$ cat config.mk
export PLATFORM = sky130hd
export DESIGN_NAME = wbwa_cache
export DESIGN_NICKNAME = d
export VERILOG_FILES = /design/src/rtl/wbc_pkg.sv /design/src/rtl/wbc_tag_match.sv /design/src/rtl/wbc_victim_sel.sv /design/src/rtl/wbc_sat_counter.sv /design/src/rtl/wbwa_cache.sv
export SDC_FILE = /design/constraint.sdc
export NUM_CORES = 1
export LEC_CHECK = 0
export BUFFER_PORTS_ARGS = -buffer_cell sky130_fd_sc_hd__buf_2
export CAP_MARGIN = 10
export CELL_PAD_IN_SITES_DETAIL_PLACEMENT = 1
export CELL_PAD_IN_SITES_GLOBAL_PLACEMENT = 1
export CORE_ASPECT_RATIO = 1.1
export CORE_MARGIN = 2
export CORE_UTILIZATION = 40
export CTS_BUF_LIST = sky130_fd_sc_hd__clkbuf_8
export DETAILED_ROUTE_END_ITERATION = 8
export GPL_ROUTABILITY_DRIVEN = 0
export GPL_TIMING_DRIVEN = 0
export PLACE_DENSITY_LB_ADDON = 0.3
export SLEW_MARGIN = 15
export SYNTH_ARGS = -nofsm -noshare
export SYNTH_HDL_FRONTEND = slang
export SYNTH_SLANG_ARGS = --single-unit
export TNS_END_PERCENT = 5
$ cat constraint.sdc
create_clock -name clk -period 2.26 [get_ports clk]
set_clock_uncertainty 0.05 [all_clocks]
set_input_delay 0.339 -clock clk [delete_from_list [all_inputs] [get_ports clk]]
set_output_delay 0.339 -clock clk [all_outputs]
set_load 0.02 [all_outputs]
$ cat src/rtl/wbc_pkg.sv
package wbc_pkg;
  typedef enum logic [1:0] {
    ST_IDLE   = 2'd0,
    ST_LOOKUP = 2'd1,
    ST_WBACK  = 2'd2,
    ST_FILL   = 2'd3
  } wbc_state_e;
endpackage

$ cat src/rtl/wbc_tag_match.sv
module wbc_tag_match #(
  parameter int LINES = 2,
  parameter int TAG_W = 3,
  parameter int IDX_W = 1
) (
  input  logic [LINES-1:0]       vld,
  input  logic [LINES*TAG_W-1:0] tags,
  input  logic [TAG_W-1:0]       key,
  output logic                   hit,
  output logic [IDX_W-1:0]       idx
);
  logic [LINES-1:0] match;

  for (genvar g = 0; g < LINES; g++) begin : g_cmp
    assign match[g] = vld[g] && (tags[g*TAG_W +: TAG_W] == key);
  end

  always_comb begin
    idx = '0;
    for (int i = 0; i < LINES; i++) begin
      if (match[i]) idx = IDX_W'(i);
    end
  end

  assign hit = |match;
endmodule

$ cat src/rtl/wbc_victim_sel.sv
module wbc_victim_sel #(
  parameter int LINES = 2,
  parameter int IDX_W = 1
) (
  input  logic [LINES-1:0]       vld,
  input  logic [LINES*IDX_W-1:0] ranks,
  output logic [IDX_W-1:0]       idx
);
  localparam logic [IDX_W-1:0] OLDEST = IDX_W'(LINES - 1);

  logic found;

  always_comb begin
    idx   = '0;
    found = 1'b0;
    for (int i = 0; i < LINES; i++) begin
      if (!vld[i] && !found) begin
        idx   = IDX_W'(i);
        found = 1'b1;
      end
    end
    if (!found) begin
      for (int i = 0; i < LINES; i++) begin
        if (ranks[i*IDX_W +: IDX_W] == OLDEST) idx = IDX_W'(i);
      end
    end
  end
endmodule

$ cat src/rtl/wbc_sat_counter.sv
module wbc_sat_counter #(
  parameter int W = 16
) (
  input  logic         clk,
  input  logic         rst_n,
  input  logic         inc,
  output logic [W-1:0] cnt
);
  logic [W-1:0] cnt_d;

  always_comb begin
    cnt_d = cnt;
    if (inc && (cnt != '1)) cnt_d = cnt + 1'b1;
  end

  always_ff @(posedge clk or negedge rst_n) begin
    if (!rst_n) cnt <= '0;
    else        cnt <= cnt_d;
  end
endmodule

$ cat src/rtl/wbwa_cache.sv
module wbwa_cache
  import wbc_pkg::*;
#(
  parameter int ADDR_W = 4,
  parameter int OFF_W  = 1,
  parameter int DATA_W = 8,
  parameter int LINES  = 2,
  parameter int CNT_W  = 16
) (
  input  logic                                 clk,
  input  logic                                 rst_n,
  input  logic                                 cpu_valid,
  output logic                                 cpu_ready,
  input  logic                                 cpu_we,
  input  logic [ADDR_W-1:0]                    cpu_addr,
  input  logic [DATA_W-1:0]                    cpu_wdata,
  output logic [DATA_W-1:0]                    cpu_rdata,
  output logic                                 mem_valid,
  input  logic                                 mem_ready,
  output logic                                 mem_we,
  output logic [ADDR_W-OFF_W-1:0]              mem_addr,
  output logic [DATA_W*(2**OFF_W)-1:0]         mem_wline,
  input  logic [DATA_W*(2**OFF_W)-1:0]         mem_rline,
  output logic [CNT_W-1:0]                     hit_cnt,
  output logic [CNT_W-1:0]                     miss_cnt
);
  localparam int WORDS  = 2 ** OFF_W;
  localparam int TAG_W  = ADDR_W - OFF_W;
  localparam int LINE_W = DATA_W * WORDS;
  localparam int IDX_W  = (LINES > 1) ? $clog2(LINES) : 1;

  // reset: asserted asynchronously, released on the clock
  logic [1:0] rst_sync_q;
  logic       rst_int_n;

  always_ff @(posedge clk or negedge rst_n) begin
    if (!rst_n) rst_sync_q <= 2'b00;
    else        rst_sync_q <= {rst_sync_q[0], 1'b1};
  end
  assign rst_int_n = rst_sync_q[1];

  // line storage
  logic [LINES-1:0]  vld_q, vld_d, dty_q, dty_d;
  logic [TAG_W-1:0]  tag_q  [LINES];
  logic [TAG_W-1:0]  tag_d  [LINES];
  logic [LINE_W-1:0] dat_q  [LINES];
  logic [LINE_W-1:0] dat_d  [LINES];
  logic [IDX_W-1:0]  rank_q [LINES];
  logic [IDX_W-1:0]  rank_d [LINES];

  wbc_state_e       state_q, state_d;
  logic [IDX_W-1:0] vict_q, vict_d;
  logic             missed_q, missed_d;

  logic [TAG_W-1:0]       req_tag;
  logic [OFF_W-1:0]       req_off;
  logic [LINES*TAG_W-1:0] tags_flat;
  logic [LINES*IDX_W-1:0] ranks_flat;
  logic                   hit;
  logic [IDX_W-1:0]       hit_idx;
  logic [IDX_W-1:0]       vict_idx;
  logic [LINE_W-1:0]      hit_line;
  logic                   inc_hit, inc_miss;

  assign req_tag = cpu_addr[ADDR_W-1:OFF_W];
  assign req_off = cpu_addr[OFF_W-1:0];

  for (genvar g = 0; g < LINES; g++) begin : g_flat
    assign tags_flat[g*TAG_W +: TAG_W]  = tag_q[g];
    assign ranks_flat[g*IDX_W +: IDX_W] = rank_q[g];
  end

  wbc_tag_match #(.LINES(LINES), .TAG_W(TAG_W), .IDX_W(IDX_W)) u_match (
    .vld  (vld_q),
    .tags (tags_flat),
    .key  (req_tag),
    .hit  (hit),
    .idx  (hit_idx)
  );

  wbc_victim_sel #(.LINES(LINES), .IDX_W(IDX_W)) u_victim (
    .vld   (vld_q),
    .ranks (ranks_flat),
    .idx   (vict_idx)
  );

  assign hit_line  = dat_q[hit_idx];
  assign cpu_rdata = hit_line[req_off*DATA_W +: DATA_W];
  assign mem_wline = dat_q[vict_q];

  // next-state logic
  always_comb begin
    state_d   = state_q;
    vict_d    = vict_q;
    missed_d  = missed_q;
    vld_d     = vld_q;
    dty_d     = dty_q;
    tag_d     = tag_q;
    dat_d     = dat_q;
    rank_d    = rank_q;
    cpu_ready = 1'b0;
    mem_valid = 1'b0;
    mem_we    = 1'b0;
    mem_addr  = req_tag;
    inc_hit   = 1'b0;
    inc_miss  = 1'b0;

    unique case (state_q)
      ST_IDLE: begin
        missed_d = 1'b0;
        if (cpu_valid) state_d = ST_LOOKUP;
      end
      ST_LOOKUP: begin
        if (hit) begin
          cpu_ready = 1'b1;
          inc_hit   = !missed_q;
          inc_miss  = missed_q;
          if (cpu_we) begin
            dat_d[hit_idx][req_off*DATA_W +: DATA_W] = cpu_wdata;
            dty_d[hit_idx] = 1'b1;
          end
          for (int j = 0; j < LINES; j++) begin
            if (rank_q[j] < rank_q[hit_idx]) rank_d[j] = rank_q[j] + 1'b1;
          end
          rank_d[hit_idx] = '0;
          state_d = ST_IDLE;
        end else begin
          missed_d = 1'b1;
          vict_d   = vict_idx;
          if (vld_q[vict_idx] && dty_q[vict_idx]) begin
            state_d = ST_WBACK;
          end else begin
            vld_d[vict_idx] = 1'b0;
            state_d = ST_FILL;
          end
        end
      end
      ST_WBACK: begin
        mem_valid = 1'b1;
        mem_we    = 1'b1;
        mem_addr  = tag_q[vict_q];
        if (mem_ready) begin
          dty_d[vict_q] = 1'b0;
          vld_d[vict_q] = 1'b0;
          state_d = ST_FILL;
        end
      end
      ST_FILL: begin
        mem_valid = 1'b1;
        if (mem_ready) begin
          vld_d[vict_q] = 1'b1;
          dty_d[vict_q] = 1'b0;
          tag_d[vict_q] = req_tag;
          dat_d[vict_q] = mem_rline;
          state_d = ST_LOOKUP;
        end
      end
      default: state_d = ST_IDLE;
    endcase
  end

  // registers
  always_ff @(posedge clk or negedge rst_int_n) begin
    if (!rst_int_n) begin
      state_q  <= ST_IDLE;
      vict_q   <= '0;
      missed_q <= 1'b0;
      vld_q    <= '0;
      dty_q    <= '0;
      for (int i = 0; i < LINES; i++) begin
        tag_q[i]  <= '0;
        dat_q[i]  <= '0;
        rank_q[i] <= IDX_W'(i);
      end
    end else begin
      state_q  <= state_d;
      vict_q   <= vict_d;
      missed_q <= missed_d;
      vld_q    <= vld_d;
      dty_q    <= dty_d;
      tag_q    <= tag_d;
      dat_q    <= dat_d;
      rank_q   <= rank_d;
    end
  end

  wbc_sat_counter #(.W(CNT_W)) u_hits (
    .clk (clk), .rst_n (rst_int_n), .inc (inc_hit), .cnt (hit_cnt)
  );

  wbc_sat_counter #(.W(CNT_W)) u_misses (
    .clk (clk), .rst_n (rst_int_n), .inc (inc_miss), .cnt (miss_cnt)
  );
endmodule

Word-level counts from Yosys, hierarchy flattened. Index checks and enable logic that the tools add are counted.

Register bits after elaboration: 82. Input port bits: 33. Output and inout bits: 62. Word-level logic and storage cells: 165.

Add/sub/neg operators: 5. Order comparisons: 12. Equality and inequality tests: 15. Shifts and indexed selects: 3. Mux-type cells: 76. Bitwise gates (word level): 12. Reduce and logical (&&, ||, !) cells: 28.

Operators by type and width (count): 16-bit 2-to-1 mux (8); 32-bit 2-to-1 mux (3); 32-bit bitwise mux (2); 32-bit case mux with 2 select lines (1); 1-bit 2-to-1 mux (34); 4-bit negator with 34-bit output (1); 8-bit by 34-bit variable shift with 16-bit output (first input constant) (1); 8-bit by 34-bit variable part select with 16-bit output (1); 16-bit by 1-bit adder with 16-bit output (second input constant) (2); 16-bit demux with 1-bit select (2); 16-bit != test (second input constant) (2); 2-bit 2-to-1 mux (11); 16-bit by 5-bit variable part select with 8-bit output (1); 3-bit 2-to-1 mux (5); 2-bit != test (second input constant) (7); 1-bit logical AND (11); 2-bit AND (4); 2-bit case mux with 4 select lines (1); 2-bit AND reduction (4); 4-bit AND reduction (2); 6-bit bitwise mux (1); 3-bit equality test (2); 1-bit by 2-bit less-than comparator with 1-bit output (second input constant) (3); 2-bit NOT (3); other kinds (23) (39).

Logic depth before layout (Yosys ltp). Gate-level depths: netlist of run 1.

Depth after elaboration: 15. Depth in mapped cells: 9.

Cells and area by module. A second synthesis of run 1 with hierarchy kept.

Cell total of the unflattened synthesis: 402. Area total of the unflattened synthesis: 4770.8 µm².

By module, submodules not included: wbwa_cache (times used 1, cells an instance 246, area an instance 2960.3 µm²); wbc_sat_counter (times used 2, cells an instance 72, area an instance 859.6 µm²); wbc_tag_match (times used 1, cells an instance 10, area an instance 80.1 µm²); wbc_victim_sel (times used 1, cells an instance 2, area an instance 11.3 µm²).

Least setup slack after synthesis of run 1. No wires, ideal clock.

Kind: register -> output. Start: reg tag_q[0] (netlist bit). End: out cpu_rdata[0]. Arrival: 1578 ps. Required time: 1871 ps. Slack: 293 ps. Cell stages (with the launch flop): 5. Path through: dfrtp_1 xnor2_1 and4_1 buf_6 mux4_2.

Longest elaborated chain between the ends: 8.

Ends and longest elaborated chain: from (decl) (RTL line wbwa_cache.sv:44) `logic [TAG_W-1:0] tag_q [LINES];`; from (signal assigned) (RTL line wbwa_cache.sv:181) `tag_q <= tag_d;`; 3-bit equality test (RTL line wbc_tag_match.sv:15) `assign match[g] = vld[g] && (tags[g*TAG_W +: TAG_W] == key);`; 1-bit logical AND (RTL line wbc_tag_match.sv:15); 1-bit 2-to-1 mux (RTL line wbc_tag_match.sv:21) `if (match[i]) idx = IDX_W'(i);`; 1-bit NOT with 2-bit output (not written as such) (RTL line wbwa_cache.sv:87) `assign hit_line = dat_q[hit_idx];`; 16-bit 2-to-1 mux (not written as such) (3 in series) (RTL line wbwa_cache.sv:87); 16-bit by 5-bit variable part select with 8-bit output (RTL line wbwa_cache.sv:88) `assign cpu_rdata = hit_line[req_off*DATA_W +: DATA_W];`; to (decl) (RTL line wbwa_cache.sv:17) `output logic [DATA_W-1:0] cpu_rdata,`.

Every way passes these cells. The select of a mux whose other input is x is not followed.

Worst setup path in the final report of run 1.
Start: reg tag_q[2] (netlist bit). End: out cpu_rdata[0].

The elaborated chain is that of the path after synthesis.

==> summary.txt, run 1 <==
Route
  – DRC Markers: 0
  – Routed length on met3: 719 µm
  – Top Layer Used: met4
  – M1 WL: 5530 µm
  – Antenna Nets Post-Route: 0
  – Final wirelength: 13100 µm
  – Wire per inst: 19.8 µm
  – Via Count: 3829
  – Vias/cell: 5.79
  – Routed wire length on met2: 6530 µm
  – Drt first pass iters: 4
  – Iter 0 DRT Violations: 236

Setup path
  – Crit-path cells: xnor2_2, and4_4, buf_12, mux4_2, buf_6
  – Crit Path Class: reg2out
  – Worst Path Required: 1870 ps
  – CP endpoint kind: primary output
  – Crit path buffers/inverters: 2
  – Crit path largest cell delay: 520 ps
  – Critical path's top delay family: multiplexers
  – Arr. time, crit path: 2070 ps
  – Crit-path max FO: 6
  – Startpoint Class: flip-flop
  – Worst path slowest cell: mux4_2

Worst hold path
  – Min-Delay Path Class: in2async

Global routing
  – First-pass GRT wire length: 21100 µm
  – Gr ovfl total: 0
  – Vias in the first global route: 3990
  – Initial antenna violation count: 0
  – Gr usage total: 22.3%
  – Largest net degree at the start of global routing: 44

Floorplan
  – Initial Utilization: 41.3%
  – Num rows: 40
  – DIE WIDTH: 105 µm
  – Core Region: 11000 µm²
  – Die H: 116 µm
  – I/O Pins: 95
  – DIE AREA: 12200 µm²

Clock tree
  – Skew-Pair Late Insertion Delay: 370 ps
  – Worst-path clk slew: 80 ps
  – CTS tree: yes
  – CTS HTree Levels: 3
  – # clock sinks: 82
  – Total CTS buffers: 9
  – Max Root-Sink Buffers: 2
  – Root buf cell: clkbuf_8

Timing
  – Finish-stage setup viols: 8
  – Slew headroom: 43.2%
  – Final Max Tran Viols: 0
  – Final Cycle Share: 109%
  – Least-Margin Pin Slew: 852 ps
  – RSZ-0062 raised after global routing: yes
  – Fmax: 407 MHz
  – Hold Worst Slack: 226 ps
  – Setup slack after layout: -198 ps
  – Final Hold Vio Count: 0
  – Tmin final: 2460 ps

Logic synthesis
  – Synthesized cell area: 4530 µm²
  – Register area share after synthesis: 45.3%
  – Top cell type's share of synthesized area: 44.8%
  – Largest area contributor in the netlist: dfrtp_1
  – Warnings, synthesis: 0
  – Syn Area/Cell: 11.4 µm²
  – Synth cell types: 51
  – Top cells by area, synth: dfrtp_1, o2bb2ai_1, mux2_2, a22oi_1, mux4_2
  – FF+latch count, synth: 82
  – Net Count, Synth: 435
  – Post-synthesis cell count: 396

Cells and area
  – Filler cells: 1212
  – P&R area growth vs syn: 24.1%
  – Antenna Cells: 0
  – Most common cell after layout, fill and taps aside: buf_2
  – Share of cells above drive strength 1: 38.3%
  – Commonest cells after routing, fill and taps aside: buf_2, dfrtp_1, o2bb2ai_1
  – Final #Nets: 548
  – Final core utilization: 51.3%

Power and ir drop
  – Worst VDD drop: 0.419 mV
  – Pwr/cell area: 1050 nW/µm²
  – Total power: 5.92 mW
  – LEAKAGE: 2.54 nW

Job
  – Max_cap viols: 0

Placement
  – # port buffers: 94
  – HPWL Detailed: 9240 µm

Outcome
  – Violated checks: negative setup slack
  – Status: complete, but fails checks
## synthesized netlist by cell type (all sizes together)
master,instances
nand4,17
xor2,12
o211ai,1
xnor2,23
ha,6
nand3b,1
mux2,25
a311oi,1
nor3b,1
and2,3
a31oi,2
a41oi,1
buf,11
o22ai,1
a21oi,12
nand3,11
nor2b,1
a211oi,1
o32a,1
nor3,16
inv,14
a2111oi,1
o21bai,4
clkbuf,7
o21ai,5
nor4,2
nor2,21
nand2,20
mux2i,6
mux4,8
o2111ai,1
a22oi,32
and3,3
conb,1
a2111o,1
o2bb2ai,34
dfstp,1
dfrtp,81
and4,6
a311o,1
## metrics by stage
| stage | worst slack [ps] | instance area [µm²] | setup TNS (ps) | std cells |
|---|---|---|---|---|
| after floorplan | 293 | 4530 | 0 | 396 |
| after global placement | -141 | 5180 | -3240 | 637 |
| after detailed placement | -228 | 5220 | -6600 | 638 |
| after CTS | -216 | 5590 | -1520 | 661 |
| after global routing | -257 | 5620 | -1720 | 661 |
| final | -198 | 5620 | -1260 | 661 |
## state kept, by name, summed over array words and instances, names as in the netlist
register,cells
dat_q,32
dty_q,2
missed_q,1
rank_q,2
rst_sync_q,2
state_q,2
tag_q,6
u_hits.cnt,16
u_misses.cnt,16
vict_q,1
vld_q,2
## kinds of logic (layout without fill, tap and decap cells)
kind of cell             after synthesis  in the layout  share of synthesized area [%]
AO/OA/AOI/OAI                         99             99                           18.0
XOR/XNOR                              35             35                           7.27
adder cells (fa/ha/maj)                6              6                           1.66
buffers and inverters                 32            150                           3.07
flip-flops                            82             82                           45.3
multiplexers                          39             39                           11.5
other                                  1              1                         0.0828
AND/OR/NAND/NOR                      102            102                           13.1
## final timing paths
check	from	slack, ps	cells after the start	to
hold / removal	rst_n	230	2	rst_sync_q[1]
setup reg to reg	state_q[0]	120	7	dat_q[6]
min in group clk	mem_rline[13]	250	3	dat_q[13]
setup / recovery	tag_q[2]	-200	5	cpu_rdata[0]
hold reg to reg	rst_sync_q[1]	270	0	tag_q[1]
max in group asynchronous	rst_sync_q[1]	1220	1	rank_q[0]
## cell type report
type / count / area [µm²] / share of cell area (%)
Buffer: 18 / 123 / 2.18
Clock buffer: 9 / 124 / 2.20
Clock inverter: 7 / 87.6 / 1.56
Inverter: 14 / 55.1 / 0.979
Multi-Input combinational cell: 282 / 2400 / 42.7
Sequential cell: 82 / 2060 / 36.6
Tap cell: 147 / 184 / 3.27
Timing Repair Buffer: 102 / 591 / 10.5
## routing by layer
metal | up-vias | track usage [%]
met2 | 133 | 37.8
met5 | - | 0
met1 | 1943 | 28.5
met4 | 0 | 8.98
met3 | 25 | 4.11
li1 | 1728 | -
## what timing repair did
action                                 4_1_cts  5_1_grt
resized for setup                           31       13
endpoints found under the hold margin        2        0
buffers inserted                             6        0
pin swaps                                    3        3
gates cloned                                 0        0
hold buffers                                 1        0
setup endpoints to repair                   60       58
## where the power goes
| part | leakage [nW] | switching [mW] | internal [mW] |
|---|---|---|---|
| clock | 0.113 | 0.559 | 0.613 |
| combinational | 1.38 | 1.46 | 1.12 |
| sequential | 1.05 | 0.346 | 1.82 |
Note: power is estimated with default switching activity, not from simulation.
==> inputs of run 2 (changes only) <==
--- a/config.mk
+++ b/config.mk
@@ -5,13 +5,14 @@
 export SDC_FILE = /design/constraint.sdc
 export NUM_CORES = 1
 export LEC_CHECK = 0
+export ABC_AREA = 1
 export BUFFER_PORTS_ARGS = -buffer_cell sky130_fd_sc_hd__buf_2
 export CAP_MARGIN = 10
 export CELL_PAD_IN_SITES_DETAIL_PLACEMENT = 1
 export CELL_PAD_IN_SITES_GLOBAL_PLACEMENT = 1
 export CORE_ASPECT_RATIO = 1.1
 export CORE_MARGIN = 2
-export CORE_UTILIZATION = 40
+export CORE_UTILIZATION = 38
 export CTS_BUF_LIST = sky130_fd_sc_hd__clkbuf_8
 export DETAILED_ROUTE_END_ITERATION = 8
 export GPL_ROUTABILITY_DRIVEN = 0
==> run 2 against run 1 <==
The flow still finishes with violations (negative setup slack). Non-clock buffer count increased by 10. Final cell count increased by 62%. Clock power about the same. First-iteration DRC count increased by 22%. Critical path type unchanged. Highest routed layer unchanged.
==> summary.txt, run 2 <==
Job
  – Max_cap viols: 0 (unchanged)

Placement
  – HPWL Detailed: 13000 µm (+41%)
  – Placed inst area: 6080 µm² (+17%)
  – # port buffers: 94 (unchanged)

Timing
  – Hold Worst Slack: 203 ps (-22.7 ps)
  – Least-Margin Pin Slew: 564 ps (-288 ps)
  – RSZ-0062 raised after global routing: yes
  – Setup slack after layout: -37.9 ps (+160 ps)
  – Fmax: 435 MHz (+7.0%)
  – Setup TNS: -89.3 ps (+1180 ps)
  – Tmin final: 2300 ps (-160 ps)
  – Final Cycle Share: 102% (-7.1 points)
  – Final Max Tran Viols: 0 (unchanged)
  – Slew headroom: 62.4% (+19 points)
  – Final Hold Vio Count: 0 (unchanged)
  – Finish-stage setup viols: 5 (-3)

Cells and area
  – Design area: 6610 µm² (+18%)
  – Most common cell after layout, fill and taps aside: nand2_1
  – P&R area growth vs syn: 23.6%
  – Share of cells above drive strength 1: 25.1% (-13 points)
  – Antenna Cells: 0 (unchanged)
  – Largest regs: dat_q x32, u_hits.cnt x16, u_misses.cnt x16
  – Biggest register: dat_q
  – Largest register FFs: 32 (unchanged)
  – Filler cells: 1840 (+52%)
  – Final #Nets: 916 (+67%)
  – Final core utilization: 47.9% (-3.4 points)
  – Commonest cells after routing, fill and taps aside: nand2_1, buf_2, dfrtp_1

Setup path
  – Crit-path max FO: 6 (unchanged)
  – Crit-path cells: inv_2, nand2_2, nand2_2, nor2_4, nand2_4, nand2_2, inv_2, nand2_1, o2111ai_2, buf_4
  – Arr. time, crit path: 1910 ps (-160 ps)
  – Reg-to-reg startpoint: state_q[1]
  – Startpoint Class: flip-flop
  – CP startpoint: tag_q[2]
  – Worst R2R End: dat_q[8]
  – Setup crit end: cpu_rdata[6]
  – Crit path largest cell delay: 400 ps (-120 ps)
  – Crit Path Class: reg2out
  – R2r worst-path depth: 8 (+1)
  – Cell mode on critical path: nand2_2
  – R2R Setup Slk: 170 ps (+50 ps)
  – CP endpoint kind: primary output
  – Worst path slowest cell: dfrtp_1
  – Worst Path Required: 1870 ps (about the same)

Logic synthesis
  – Top cell type's share of synthesized area: 37.9% (-6.8 points)
  – Main synth FF type: dfrtp_1
  – Net Count, Synth: 792 (+82%)
  – Largest area contributor in the netlist: dfrtp_1
  – Syn Area/Cell: 7.10 µm² (-38%)
  – Synth cell count leaders: nand2_1, dfrtp_1, inv_1, nand3_1, nand4_1
  – Warnings, synthesis: 0 (unchanged)
  – Post-synthesis cell count: 753 (+90%)
  – Post-synth EDFFs: 0 (unchanged)
  – Register area share after synthesis: 38.4% (-6.9 points)
  – Synthesized cell area: 5350 µm² (+18%)
  – Synth cell types: 42 (-18%)
  – Asr flop ratio synth: 100% (unchanged)
  – FF+latch count, synth: 82 (unchanged)
  – Most common cell in the netlist: nand2_1
  – Top cells by area, synth: dfrtp_1, nand2_1, inv_1, nand4_1, xor2_1

Floorplan
  – Die H: 128 µm (+11%)
  – DIE AREA: 15000 µm² (+23%)
  – I/O Pins: 95 (unchanged)
  – Initial Utilization: 38.8% (-2.6 points)
  – Num rows: 45 (+13%)
  – DIE WIDTH: 117 µm (+11%)
  – Core Region: 13800 µm² (+26%)

Route
  – Vias/cell: 5.06 (-13%)
  – DRC Markers: 0 (unchanged)
  – Final wirelength: 17400 µm (+33%)
  – Wire per inst: 16.3 µm (-18%)
  – Iter 0 DRT Violations: 287 (+22%)
  – Drt first pass iters: 4 (unchanged)
  – Antenna Nets Post-Route: 0 (unchanged)
  – Via Count: 5416 (+41%)

Power and ir drop
  – Worst VDD drop: 0.386 mV (-7.9%)
  – Pwr/cell area: 976 nW/µm² (-7.3%)
  – LEAKAGE: 3.52 nW (+38%)

Global routing
  – First-pass GRT wire length: 28100 µm (+33%)
  – Initial antenna violation count: 0 (unchanged)
  – Gr usage total: 23.6% (+1.2 points)
  – Gr ovfl total: 0 (unchanged)
  – Largest net degree at the start of global routing: 58 (+32%)
  – Vias in the first global route: 5525 (+38%)

Clock tree
  – Max Root-Sink Buffers: 2 (unchanged)
  – Root buf cell: clkbuf_8
  – CTS tree: yes
  – CTS HTree Levels: 3 (unchanged)
  – Total CTS buffers: 9 (unchanged)
  – Skew-Pair Late Insertion Delay: 370 ps (about the same)
  – # clock sinks: 82 (unchanged)
  – Worst-path clk slew: 90 ps (about the same)

Worst hold path
  – Min-Delay Path Class: reg2async

Outcome
  – Status: complete, but fails checks
  – Violated checks: negative setup slack
==> run 2: cell types whose count changed in the layout (fill, tap and decap cells not counted), moves of 17 or more <==
cell / change
o21ai_0: +22
o2bb2ai_1: -33
inv_1: +40
mux2_2: -24
nand2_1: +321
nand3_1: +18
buf_4: +17
a22oi_1: -30
==> run 2: through the flow <==
| stage | power (mW) | std cells | worst slack, ps |
|---|---|---|---|
| 5_1_grt | 6.93 | 1070 | -139 |
| 2_1_floorplan | 4.05 | 753 | 429 |
| 3_3_place_gp | 4.84 | 1035 | 67.0 |
| 6_report | 6.45 | 1070 | -37.9 |
| 4_1_cts | 6.21 | 1053 | -27.2 |
| 3_5_place_dp | 4.98 | 1036 | 34.3 |
==> run 2: worst min path at each step <==
stage	slack, ps	end
2_1_floorplan	-7	rst_sync_q[0]
3_3_place_gp	70	rst_sync_q[0]
3_5_place_dp	70	rst_sync_q[0]
4_1_cts	200	rst_sync_q[1]
5_1_grt	210	rst_sync_q[1]
6_report	200	tag_q[2]
==> run 2: logic make-up (layout without fill, tap and decap cells) <==
group | after synthesis | count (layout) | synth area share, %
AO/OA/AOI/OAI | 67 | 67 | 8.00
XOR/XNOR | 28 | 28 | 4.59
adder cells (fa/ha/maj) | 6 | 6 | 1.40
buffers and inverters | 89 | 217 | 7.30
flip-flops | 82 | 82 | 38.4
other | 1 | 1 | 0.0701
AND/OR/NAND/NOR | 480 | 481 | 40.2
==> run 2: metal layers <==
metal | GRT usage, % | share of wire [%]
met1 | 30.7 | 44
met5 | 0 | 0
met3 | 3.16 | 3.5
met4 | 6.85 | 1.8
met2 | 40.7 | 50
==> run 2: worst max-delay path, delay by kind of cell (launching register included) <==
kind                   cells  cell delay [ps]
flip-flops                 1              400
AO/OA/AOI/OAI              1              130
buffers and inverters      3              320
AND/OR/NAND/NOR            6              680
==> run 2: repair_timing <==
action,in CTS,in global routing
pin swaps,1,17
hold endpoints to repair,2,0
buffers inserted,0,16
gates cloned,0,1
resized for setup,24,36
hold buffers,1,0
setup endpoints to repair,28,51
==> run 2: power by group <==
group | internal [mW] | switching (mW)
Clock | 0.593 | 0.551
Sequential | 1.76 | 0.339
Combinational | 1.09 | 2.12
Total | 3.44 | 3.01
==> run 2: final cells by class <==
class | instances | area (µm²) | share of cell area (%)
clock buffers | 12 | 165 | 2.50
plain buffers | 18 | 143 | 2.16
well taps | 188 | 235 | 3.56
clock inverters | 4 | 42.5 | 0.644
repair buffers | 112 | 662 | 10.0
inverters | 71 | 274 | 4.15
multi-input cells | 583 | 3030 | 45.8
flip-flops and latches | 82 | 2060 | 31.1
